### config.mk
export PLATFORM = sky130hd
export DESIGN_NAME = osc_trim_search
export DESIGN_NICKNAME = d
export VERILOG_FILES = /design/src/rtl/osc_trim_pkg.sv /design/src/rtl/osc_ctrl_pack.sv /design/src/rtl/osc_trim_cmp.sv /design/src/rtl/osc_trim_step.sv /design/src/rtl/osc_trim_search.sv
export SDC_FILE = /design/constraint.sdc
export NUM_CORES = 1
export LEC_CHECK = 0
export BUFFER_PORTS_ARGS = -buffer_cell sky130_fd_sc_hd__buf_2
export CORE_MARGIN = 1.5
export CORE_UTILIZATION = 61
export CTS_CLUSTER_SIZE = 14
export DETAILED_ROUTE_END_ITERATION = 7
export PLACE_DENSITY = 0.86
export SYNTH_ARGS = -nofsm -noshare
export SYNTH_HDL_FRONTEND = slang
export SYNTH_SLANG_ARGS = --single-unit
### constraint.sdc
create_clock -name clk -period 12.1 [get_ports clk]
set_input_delay 1.21 -clock clk [delete_from_list [all_inputs] [get_ports clk]]
set_output_delay 1.21 -clock clk [all_outputs]
set_load 0.005 [all_outputs]
### src/rtl/osc_trim_pkg.sv
package osc_trim_pkg;

  typedef enum logic [1:0] {
    SGN_ZERO = 2'd0,
    SGN_POS  = 2'd1,
    SGN_NEG  = 2'd2
  } sgn_t;

  typedef enum logic [2:0] {
    ST_IDLE  = 3'd0,
    ST_REQ   = 3'd1,
    ST_WAIT  = 3'd2,
    ST_FREQ  = 3'd3,
    ST_FWAIT = 3'd4
  } state_t;

  typedef enum logic {
    STG_COARSE = 1'b0,
    STG_FINE   = 1'b1
  } stage_t;

  localparam int IBAND_W = 7;
  localparam int FBAND_W = 4;
  localparam logic [IBAND_W-1:0] IBAND_VAL = 7'd4;
  localparam logic [FBAND_W-1:0] FBAND_VAL = 4'd0;

endpackage

### src/rtl/osc_ctrl_pack.sv
module osc_ctrl_pack
  import osc_trim_pkg::*;
#(
  parameter int DIV_W  = 5,
  parameter int CALI_W = 6,
  parameter int CTRL_W = 32
) (
  input  logic [DIV_W-1:0]  div_code,
  input  logic [CALI_W-1:0] cali_code,
  output logic [CTRL_W-1:0] word
);
  localparam int IBAND_LSB = CALI_W;
  localparam int FBAND_LSB = IBAND_LSB + IBAND_W;
  localparam int DIV_LSB   = FBAND_LSB + FBAND_W;
  localparam int CP_BIT    = DIV_LSB + DIV_W + 1;

  always_comb begin
    word = '0;
    word[CALI_W-1:0]            = cali_code;
    word[IBAND_LSB +: IBAND_W]  = IBAND_VAL;
    word[FBAND_LSB +: FBAND_W]  = FBAND_VAL;
    word[DIV_LSB +: DIV_W]      = div_code;
    word[CP_BIT]                = 1'b1;
  end
endmodule

### src/rtl/osc_trim_cmp.sv
module osc_trim_cmp
  import osc_trim_pkg::*;
#(
  parameter int COUNT_W = 16
) (
  input  logic [COUNT_W-1:0] target,
  input  logic [COUNT_W-1:0] cur_cnt,
  input  logic [COUNT_W-1:0] prev_cnt,
  input  logic               prev_ok,
  output sgn_t               cur_sgn,
  output sgn_t               prev_sgn,
  output logic               crossing,
  output logic               prev_higher
);
  function automatic sgn_t sign_of(input logic [COUNT_W-1:0] t,
                                   input logic [COUNT_W-1:0] c);
    if (t > c)      return SGN_POS;
    else if (t < c) return SGN_NEG;
    else            return SGN_ZERO;
  endfunction

  always_comb begin
    cur_sgn     = sign_of(target, cur_cnt);
    prev_sgn    = sign_of(target, prev_cnt);
    crossing    = prev_ok && (cur_sgn != prev_sgn);
    prev_higher = prev_cnt > cur_cnt;
  end
endmodule

### src/rtl/osc_trim_step.sv
module osc_trim_step
  import osc_trim_pkg::*;
#(
  parameter int PW = 6
) (
  input  logic [PW-1:0] param,
  input  sgn_t          dir,
  input  logic [PW:0]   limit,
  output logic [PW-1:0] next,
  output logic          oob
);
  logic signed [PW+1:0] sum;
  logic signed [PW+1:0] lim_s;

  always_comb begin
    lim_s = $signed({1'b0, limit});
    unique case (dir)
      SGN_POS: sum = $signed({2'b00, param}) + (PW+2)'(1);
      SGN_NEG: sum = $signed({2'b00, param}) - (PW+2)'(1);
      default: sum = $signed({2'b00, param});
    endcase
    oob  = (sum < 0) || (sum >= lim_s);
    next = sum[PW-1:0];
  end
endmodule

### src/rtl/osc_trim_search.sv
module osc_trim_search
  import osc_trim_pkg::*;
#(
  parameter int COUNT_W = 16,
  parameter int DIV_W   = 5,
  parameter int CALI_W  = 6,
  parameter int CTRL_W  = 32
) (
  input  logic               clk,
  input  logic               rst_n,
  input  logic               start,
  input  logic [COUNT_W-1:0] target_count,
  output logic               meas_req_valid,
  input  logic               meas_req_ready,
  input  logic               meas_res_valid,
  output logic               meas_res_ready,
  input  logic [COUNT_W-1:0] meas_res_count,
  output logic [CTRL_W-1:0]  ctrl_word,
  output logic [COUNT_W-1:0] final_count,
  output logic               done,
  output logic               fail
);
  localparam int PW       = (DIV_W > CALI_W) ? DIV_W : CALI_W;
  localparam int DIV_LIMI = 1 << DIV_W;
  localparam int CALI_LIMI = 1 << CALI_W;
  localparam logic [PW:0] DIV_LIM  = (PW+1)'(DIV_LIMI);
  localparam logic [PW:0] CALI_LIM = (PW+1)'(CALI_LIMI);
  localparam logic [DIV_W-1:0]  DIV_MID  = DIV_W'(DIV_LIMI / 2);
  localparam logic [CALI_W-1:0] CALI_MID = CALI_W'(CALI_LIMI / 2);

  state_t state_q;
  stage_t stage_q;

  logic [DIV_W-1:0]   cur_div_q,  prev_div_q;
  logic [CALI_W-1:0]  cur_cali_q, prev_cali_q;
  logic [COUNT_W-1:0] prev_cnt_q;
  logic               prev_ok_q;

  // comparison of the fresh result with the previous step
  sgn_t cur_sgn, prev_sgn;
  logic crossing, prev_higher;

  osc_trim_cmp #(.COUNT_W(COUNT_W)) u_cmp (
    .target     (target_count),
    .cur_cnt    (meas_res_count),
    .prev_cnt   (prev_cnt_q),
    .prev_ok    (prev_ok_q),
    .cur_sgn    (cur_sgn),
    .prev_sgn   (prev_sgn),
    .crossing   (crossing),
    .prev_higher(prev_higher)
  );

  // setting kept after this result
  logic               keep_prev;
  logic [DIV_W-1:0]   sel_div;
  logic [CALI_W-1:0]  sel_cali;
  logic [COUNT_W-1:0] sel_cnt;
  sgn_t               sel_sgn;
  stage_t             next_stage;
  logic               finish;

  always_comb begin
    keep_prev  = crossing && prev_higher;
    sel_div    = keep_prev ? prev_div_q  : cur_div_q;
    sel_cali   = keep_prev ? prev_cali_q : cur_cali_q;
    sel_cnt    = keep_prev ? prev_cnt_q  : meas_res_count;
    sel_sgn    = keep_prev ? prev_sgn    : cur_sgn;
    next_stage = crossing ? STG_FINE : stage_q;
    finish     = crossing && (stage_q == STG_FINE);
  end

  // one stepper, shared by both codes
  logic [PW-1:0] step_in, step_out;
  logic [PW:0]   step_lim;
  logic          step_oob;

  always_comb begin
    if (next_stage == STG_COARSE) begin
      step_in  = PW'(sel_div);
      step_lim = DIV_LIM;
    end else begin
      step_in  = PW'(sel_cali);
      step_lim = CALI_LIM;
    end
  end

  osc_trim_step #(.PW(PW)) u_step (
    .param(step_in),
    .dir  (sel_sgn),
    .limit(step_lim),
    .next (step_out),
    .oob  (step_oob)
  );

  osc_ctrl_pack #(.DIV_W(DIV_W), .CALI_W(CALI_W), .CTRL_W(CTRL_W)) u_pack (
    .div_code (cur_div_q),
    .cali_code(cur_cali_q),
    .word     (ctrl_word)
  );

  assign meas_req_valid = (state_q == ST_REQ)  || (state_q == ST_FREQ);
  assign meas_res_ready = (state_q == ST_WAIT) || (state_q == ST_FWAIT);

  always_ff @(posedge clk) begin
    if (!rst_n) begin
      state_q     <= ST_IDLE;
      stage_q     <= STG_COARSE;
      cur_div_q   <= DIV_MID;
      cur_cali_q  <= CALI_MID;
      prev_div_q  <= '0;
      prev_cali_q <= '0;
      prev_cnt_q  <= '0;
      prev_ok_q   <= 1'b0;
      final_count <= '0;
      done        <= 1'b0;
      fail        <= 1'b0;
    end else begin
      done <= 1'b0;
      fail <= 1'b0;
      unique case (state_q)
        ST_IDLE: begin
          if (start) begin
            stage_q    <= STG_COARSE;
            cur_div_q  <= DIV_MID;
            cur_cali_q <= CALI_MID;
            prev_ok_q  <= 1'b0;
            state_q    <= ST_REQ;
          end
        end
        ST_REQ: begin
          if (meas_req_ready) state_q <= ST_WAIT;
        end
        ST_WAIT: begin
          if (meas_res_valid) begin
            if (meas_res_count == '0) begin
              final_count <= '0;
              done        <= 1'b1;
              fail        <= 1'b1;
              state_q     <= ST_IDLE;
            end else if (finish) begin
              cur_div_q  <= sel_div;
              cur_cali_q <= sel_cali;
              state_q    <= ST_FREQ;
            end else if (step_oob) begin
              final_count <= '0;
              done        <= 1'b1;
              fail        <= 1'b1;
              state_q     <= ST_IDLE;
            end else begin
              prev_div_q  <= sel_div;
              prev_cali_q <= sel_cali;
              prev_cnt_q  <= sel_cnt;
              prev_ok_q   <= 1'b1;
              stage_q     <= next_stage;
              cur_div_q   <= (next_stage == STG_COARSE) ? step_out[DIV_W-1:0] : sel_div;
              cur_cali_q  <= (next_stage == STG_FINE) ? step_out[CALI_W-1:0] : sel_cali;
              state_q     <= ST_REQ;
            end
          end
        end
        ST_FREQ: begin
          if (meas_req_ready) state_q <= ST_FWAIT;
        end
        ST_FWAIT: begin
          if (meas_res_valid) begin
            final_count <= meas_res_count;
            done        <= 1'b1;
            fail        <= (meas_res_count == '0);
            state_q     <= ST_IDLE;
          end
        end
        default: state_q <= ST_IDLE;
      endcase
    end
  end
endmodule

[Word level (Yosys, flattened, before mapping)]
Index checks and enable logic that the tools add are counted.
W data, S select, Z words.
Storage, ports and cells
  bits in registers: 61
  input bits: 37
  logic and storage cells: 117
Cells by class
  $add $sub $neg: 2
  magnitude comparators: 7
  equal/unequal tests: 18
  mux-type cells: 59
  bitwise logic cells: 4
  reductions and logical operators: 16
Operators with widths (count)
  $mux W16: 5
  $gt A16 B16 Y1: 3
  $mux W6: 8
  $mux W5: 7
  $lt A16 B16 Y1: 2
  $pmux W16 S2: 1
  $reduce_and A5 Y1: 4
  $mux W1: 17
  $logic_not A16 Y1: 1
  $ne A2 B2 Y1 const B: 8
  $pmux W8 S2: 1
  $mux W3: 5
  $pmux W3 S5: 1
  $mux W2: 7
  $pmux W6 S2: 1
  $reduce_and A6 Y1: 2
  $pmux W5 S2: 1
  $ge A8 B8 Y1: 1
  $lt A8 B1 Y1 const B: 1
  $pmux W1 S2: 4
  $add A6 B1 Y7 const B: 1
  $mux W7: 1
  $sub A6 B1 Y7 const B: 1
  $eq A3 B2 Y1 const B: 2
  12 further kinds: 21

[Logic depth before layout (Yosys ltp)]
  depth in word-level cells: 17
  gate-level depth with buffers: 25
  mapped depth without buffers: 23

[Hierarchy]
A second synthesis with hierarchy kept.
Unflattened totals
  cell total of the unflattened synthesis: 627
  area total of the unflattened synthesis: 5092.4 um^2
Modules (own cells, without submodules)
  osc_trim_search: times used 1, cells an instance 360, area each 3131.8 um^2, seq. area each 1221.2 um^2
  osc_trim_cmp: times used 1, cells an instance 157, area each 1182.4 um^2, seq. area each 0.0 um^2
  osc_trim_step: times used 1, cells an instance 76, area each 530.5 um^2, seq. area each 0.0 um^2
  osc_ctrl_pack: times used 1, cells an instance 34, area each 247.7 um^2, seq. area each 0.0 um^2

[Worst setup path after synthesis]
OpenSTA, ideal clock, no wires.
  kind: input -> register
  start: in meas_res_count[14]
  end: reg prev_div_q[2]
  library setup time: 0.078 ns
  arrival time: 6.199 ns
  path slack: 5.823 ns
  cell stages on the path: 24
  buffers on the path: 4
  path through: inv_1 > ha_1 > a21oi_1 > nand2_1 > a21o_1 > or3_1 > o21a_2 > nand3_2 > buf_1 > mux2_2 > ha_1 > clkbuf_1 > nor2_1 > mux2_2 > a222oi_1 > ha_1 > inv_1 > a21oi_1 > nand2_1 > nor3_1 > clkbuf_1 > clkbuf_1 > a21oi_1 > nor3_1
On the way
  cells in the longest elaborated chain, start to end: 14
RTL lines
  from (decl): RTL line osc_trim_search.sv:17  | input logic [COUNT_W-1:0] meas_res_count,
  $lt A16 B16 Y1: RTL line osc_trim_cmp.sv:18  | else if (t < c) return SGN_NEG;
  $mux W2: RTL line osc_trim_cmp.sv:18
  $mux W2: RTL line osc_trim_cmp.sv:17  | if (t > c) return SGN_POS;
  $ne A2 B2 Y1: RTL line osc_trim_cmp.sv:25  | crossing = prev_ok && (cur_sgn != prev_sgn);
  $logic_and A1 B1 Y1: RTL line osc_trim_cmp.sv:25
  $logic_and A1 B1 Y1: RTL line osc_trim_search.sv:64  | keep_prev = crossing && prev_higher;
  $mux W5 / $mux W6 (equally long branches): RTL line osc_trim_search.sv:65, osc_trim_search.sv:66
  $mux W6: RTL line osc_trim_search.sv:79  | if (next_stage == STG_COARSE) begin
  $sub A6 B1 Y7 / $add A6 B1 Y7 (equally long branches): RTL line osc_trim_step.sv:19, osc_trim_step.sv:18
  $pmux W8 S2: RTL line osc_trim_step.sv:17  | unique case (dir)
  $lt A8 B1 Y1 / $ge A8 B8 Y1 (equally long branches): RTL line osc_trim_step.sv:22  | oob = (sum < 0) || (sum >= lim_s);
  $logic_or A1 B1 Y1: RTL line osc_trim_step.sv:22
  $not A1 Y1 (no line)
  $reduce_and A5 Y1 (no line)
  to (signal assigned): RTL line osc_trim_search.sv:151  | prev_div_q <= sel_div;
  to (decl): RTL line osc_trim_search.sv:34  | logic [DIV_W-1:0] cur_div_q, prev_div_q;
Several ways; a longest one is shown, not always the timed one.
A chain may end at the register's enable or synchronous reset.

[Final worst setup path]
  start: in meas_res_count[1]
  end: reg prev_cnt_q[15]
On the way
  cells in the longest elaborated chain, start to end: 14
RTL lines
  $lt A16 B16 Y1: RTL line osc_trim_cmp.sv:18
  $mux W2: RTL line osc_trim_cmp.sv:18
  $mux W2: RTL line osc_trim_cmp.sv:17
  $ne A2 B2 Y1: RTL line osc_trim_cmp.sv:25
  $logic_and A1 B1 Y1: RTL line osc_trim_cmp.sv:25
  $logic_and A1 B1 Y1: RTL line osc_trim_search.sv:64
  $mux W5 / $mux W6 (equally long branches): RTL line osc_trim_search.sv:65, osc_trim_search.sv:66
  $mux W6: RTL line osc_trim_search.sv:79
  $sub A6 B1 Y7 / $add A6 B1 Y7 (equally long branches): RTL line osc_trim_step.sv:19, osc_trim_step.sv:18
  $pmux W8 S2: RTL line osc_trim_step.sv:17
  $lt A8 B1 Y1 / $ge A8 B8 Y1 (equally long branches): RTL line osc_trim_step.sv:22
  $logic_or A1 B1 Y1: RTL line osc_trim_step.sv:22
  $not A1 Y1 (no line)
  $reduce_and A6 Y1 (no line) (*)
  to (signal assigned): RTL line osc_trim_search.sv:153  | prev_cnt_q <= sel_cnt;
  to (decl): RTL line osc_trim_search.sv:36  | logic [COUNT_W-1:0] prev_cnt_q;
Every way passes the cells marked *; elsewhere a longest branch is shown, timed or not.

==> results.txt <==
The worst register-to-register path has a depth of 20. On the critical path the largest part of the delay comes from simple AND/OR/NAND/NOR gates. The mean area per synthesized cell came out at 7.96 µm². The share of total power in sequential cells is 0.413. The layout filler cell count came out at 595. Setup repair after global routing left no endpoint under its margin. The count of nets after finishing is 739. The signal on the critical path passes through buf_2 > inv_1 > ha_1 > nor2b_1 > o211ai_2 > a2111oi_2 > or3_1 > nand3_1 > nand3_2 > mux2_2 > ha_1 > nor2_1 > mux2_2 > a222oi_1 > ha_1 > inv_1 > a21oi_1 > nand2_1 > nor3_2 > and3_1 > mux2i_1. The peak supply drop came out at 0.0000649 V. Power spread over the standard cell area amounts to 95.9 nW/µm².

The post-CTS clock slew at the launch and capture registers of the worst setup and hold paths is 0.09 ns. The number of buffers inserted during clock tree synthesis came out at 9. Row generation in the floorplan step produced 31 rows. The setup path with the least slack is of type primary input to flip-flop. After routing the design area is 5230 µm².

The clock skew after layout came out at 0.0152 ns. For this run, design rule violations remaining after detail routing come to 0. The buffers inserted during post-CTS setup optimization is 0.

Among all flip-flop cells after synthesis, the most frequent one is dfxtp_1. STA classifies the critical path endpoint as a flip-flop. The starting density of the core came out at 0.641. The hold path depth came out at 2. The maximum clock rate came out at 133 MHz. In this run the worst hold path is classified as flip-flop to flip-flop. The final weighted congestion of routability-driven global placement is 0.924. The half-perimeter wire length after placement came out at 9500 µm.

The arrival time of the worst setup path came out at 7.83 ns. The cell occurring most often along the worst timing path is ha_1. The transition time at the pin with the least slew margin came out at 1.09 ns. The largest net degree at the start of global routing came out at 65. In this run the most critical hold path is launched from final_count[4]$_SDFFE_PN0P_. The total overflow left after global routing is 0. The worst stage delay on the critical path came out at 1.01 ns. The total track usage came out at 0.311. The die height came out at 91.2 µm.

The number of DRC markers after the initial detailed-route iteration is 284. The later pin in the worst-skew pair is clocked with a latency of 0.36 ns. The largest individual stage delay along the critical path comes from the cell and3_1.

The share of power burned in the clock network is 0.378. The multi-input combinational cell area is 3150 µm². The wire length of the first global-routing pass is 20600 µm.

Using the TritonRoute via totals, the vias-per-cell ratio works out to 6.11. The total negative setup slack is 0 ns. The tree is rooted in a clkbuf_8.

The biggest fanout along the worst timing path came out at 20. The number of global-route vias before repair came out at 4441. The number of standard cells after synthesis came out at 596.

The floorplan step defined a die boundary enclosing 8320 µm². The share of post-route cells with drive strength above 1 is 0.179. The number of gates given a new drive strength after cts came out at 0. 89 I/O pins were placed. The switching power came out at 163 µW. In this run the critical register-to-register path is launched from prev_cnt_q[14]$_SDFFE_PN0P_. The final critical delay including setup and external delays is 7.55 ns. The total clock sinks came out at 61.

The top cell type's share of synthesized area came out at 0.257. In this run the static leakage power is 0.00231 µW. The number of antenna cells inserted came out at 0. The number of antenna violations at the first check in global routing came to 0. The share of the Yosys chip area taken by registers is 0.257. The max-slew violation total from the final report is 0. Sorting the synthesized cells by area gives the leading types as dfxtp_1 26%, ha_1 14%, mux2i_1 7.2%. The number of enable-type register cells in the synthesized netlist is 0.

The average wire per standard cell came out at 16.9 µm. The share of flip-flops with an asynchronous set or reset is 0. The worst setup path is launched from a primary input. The via count is 4593. The internal power came out at 338 µW.

The endpoint of the worst hold path is final_count[4]$_SDFFE_PN0P_. The worst-case headroom to the max-slew limit is 0.273. The required time reported for the critical path endpoint is 12.38 ns. Of the total power, the share spent switching nets is 0.326.

The post-synthesis cell type count came out at 65. Ranked by instance count, the synthesized netlist is headed by 90 x nand2_1, 61 x dfxtp_1, 54 x ha_1. The count of hold-fix buffers inserted at cts is 0. The number of detailed-route iterations in the first pass came out at 5. The count of state elements after synthesis is 61. The buffer and inverter count on the worst path is 3.

The detail route stage leaves a number of antenna-violating nets equal to 0. The number of warnings printed during yosys synthesis came out at 0. Input and output buffers added on the ports amount to 67. The clock passes through at most 2 buffers. TritonCTS built the clock tree.

The largest total area in the synthesized netlist belongs to dfxtp_1. In this run the critical register-to-register path is captured at prev_cnt_q[15]$_SDFFE_PN0P_. The portion of the clock cycle consumed by the worst path in the final layout came out at 0.624. The run finished with clean final reports.

The power share of the combinational group is 0.209. The standard cell core area is 7410 µm². The number of hold violations in the final report came out at 0. The wire length after detailed routing came out at 12700 µm. The total cell area at the placement stage came out at 5030 µm². The post-synth design cell area came out at 4750 µm². The area growth from synthesis to layout is 10.2%. The area of all sequential standard cells is 1220 µm². In the post-synthesis netlist, the cell with the most instances is nand2_1. The level count of the clock H-tree is 3. The minimum setup slack among reg-to-reg paths is 5.27 ns. Setup violations remaining at the end of the flow were counted as 0. The count of maximum capacitance violations is 0. The die width is 91.2 µm.
cells by family (layout without fill, tap and decap cells):
family | count (synthesis) | in the layout | share of synthesized area
AO/OA/AOI/OAI | 131 | 131 | 0.188
XOR/XNOR | 4 | 4 | 0.00738
adder cells (fa/ha/maj) | 54 | 54 | 0.142
buffers and inverters | 95 | 133 | 0.0965
flip-flops | 61 | 61 | 0.257
multiplexers | 42 | 42 | 0.0907
other | 2 | 21 | 0.00158
AND/OR/NAND/NOR | 207 | 207 | 0.216
final cells by class:
type / instances / share of cell area
Multi-Input combinational cell: 459 / 0.603
Sequential cell: 61 / 0.233
Timing Repair Buffer: 70 / 0.0684
Inverter: 47 / 0.0337
Clock buffer: 9 / 0.0237
Tap cell: 99 / 0.0237
Clock inverter: 7 / 0.0141
through the flow:
stage | total power, µW | utilization | instances | hold WS [ns] | setup WS (ns)
2_1_floorplan | 289 | - | 615 | 0.441 | 5.82
3_3_place_gp | 309 | 0.679 | 736 | 0.434 | 4.66
3_5_place_dp | 313 | 0.679 | 736 | 0.440 | 4.42
4_1_cts | 499 | 0.706 | 752 | 0.455 | 4.71
5_1_grt | 525 | 0.706 | 752 | 0.469 | 4.06
6_report | 502 | 0.706 | 752 | 0.456 | 4.55
state kept, by name, summed over array words and instances (netlist names), 3 cells and up:
| name | cells |
|---|---|
| prev_cali_q | 6 |
| final_count | 16 |
| cur_div_q | 5 |
| prev_cnt_q | 16 |
| state_q | 3 |
| prev_div_q | 5 |
| cur_cali_q | 6 |
worst reg2reg max path, delay by kind of cell (launching register included):
| family | cells | cell delay (ns) |
|---|---|---|
| simple gates | 8 | 3.18 |
| fa+ha+maj | 3 | 1.09 |
| compound gates | 4 | 1.00 |
| mux | 3 | 1.00 |
| flops | 1 | 0.37 |
| buf+inv | 2 | 0.10 |
cell usage in the layout (no fill, tap or decap), drive strengths merged, types with 7 or more instances in the layout:
| cell type | count |
|---|---|
| ha | 54 |
| clkbuf | 9 |
| nor3 | 10 |
| a311oi | 8 |
| conb | 21 |
| dfxtp | 61 |
| and2 | 7 |
| o21ai | 34 |
| nand2 | 90 |
| nand3 | 28 |
| o211ai | 11 |
| nand4 | 14 |
| a21oi | 37 |
| buf | 70 |
| nor4 | 8 |
| mux2 | 8 |
| inv | 48 |
| mux2i | 34 |
| nor2 | 20 |
metal layers:
layer,vias up,GRT usage,part of all wire
met1,2145,0.355,0.41
li1,2196,-,-
met3,51,0.0695,0.057
met5,-,0,0
met4,0,0.173,0.045
met2,201,0.532,0.49
how the worst max path moves through the flow:
stage	start	end	slack, ns	depth (start not counted)
after global placement	meas_res_count[1]	prev_cnt_q[6]$_SDFFE_PN0P_	4.66	23
after detailed placement	meas_res_count[1]	prev_cnt_q[15]$_SDFFE_PN0P_	4.42	21
final	meas_res_count[1]	prev_cnt_q[15]$_SDFFE_PN0P_	4.55	21
after global routing	meas_res_count[1]	prev_cnt_q[6]$_SDFFE_PN0P_	4.06	22
after floorplan	meas_res_count[14]	prev_div_q[2]$_SDFFE_PN0P_	5.82	24
after CTS	meas_res_count[1]	prev_cnt_q[9]$_SDFFE_PN0P_	4.71	21
power groups by stage:
stage / clock [µW] / sequential (µW) / combinational (µW)
5_1_grt: 201 / 208 / 116
3_3_place_gp: 0 / 212 / 97.4
4_1_cts: 190 / 207 / 102
3_5_place_dp: 0 / 212 / 101
2_1_floorplan: 0 / 210 / 78.7
6_report: 189 / 207 / 105
(Power assumes the default switching activity.)
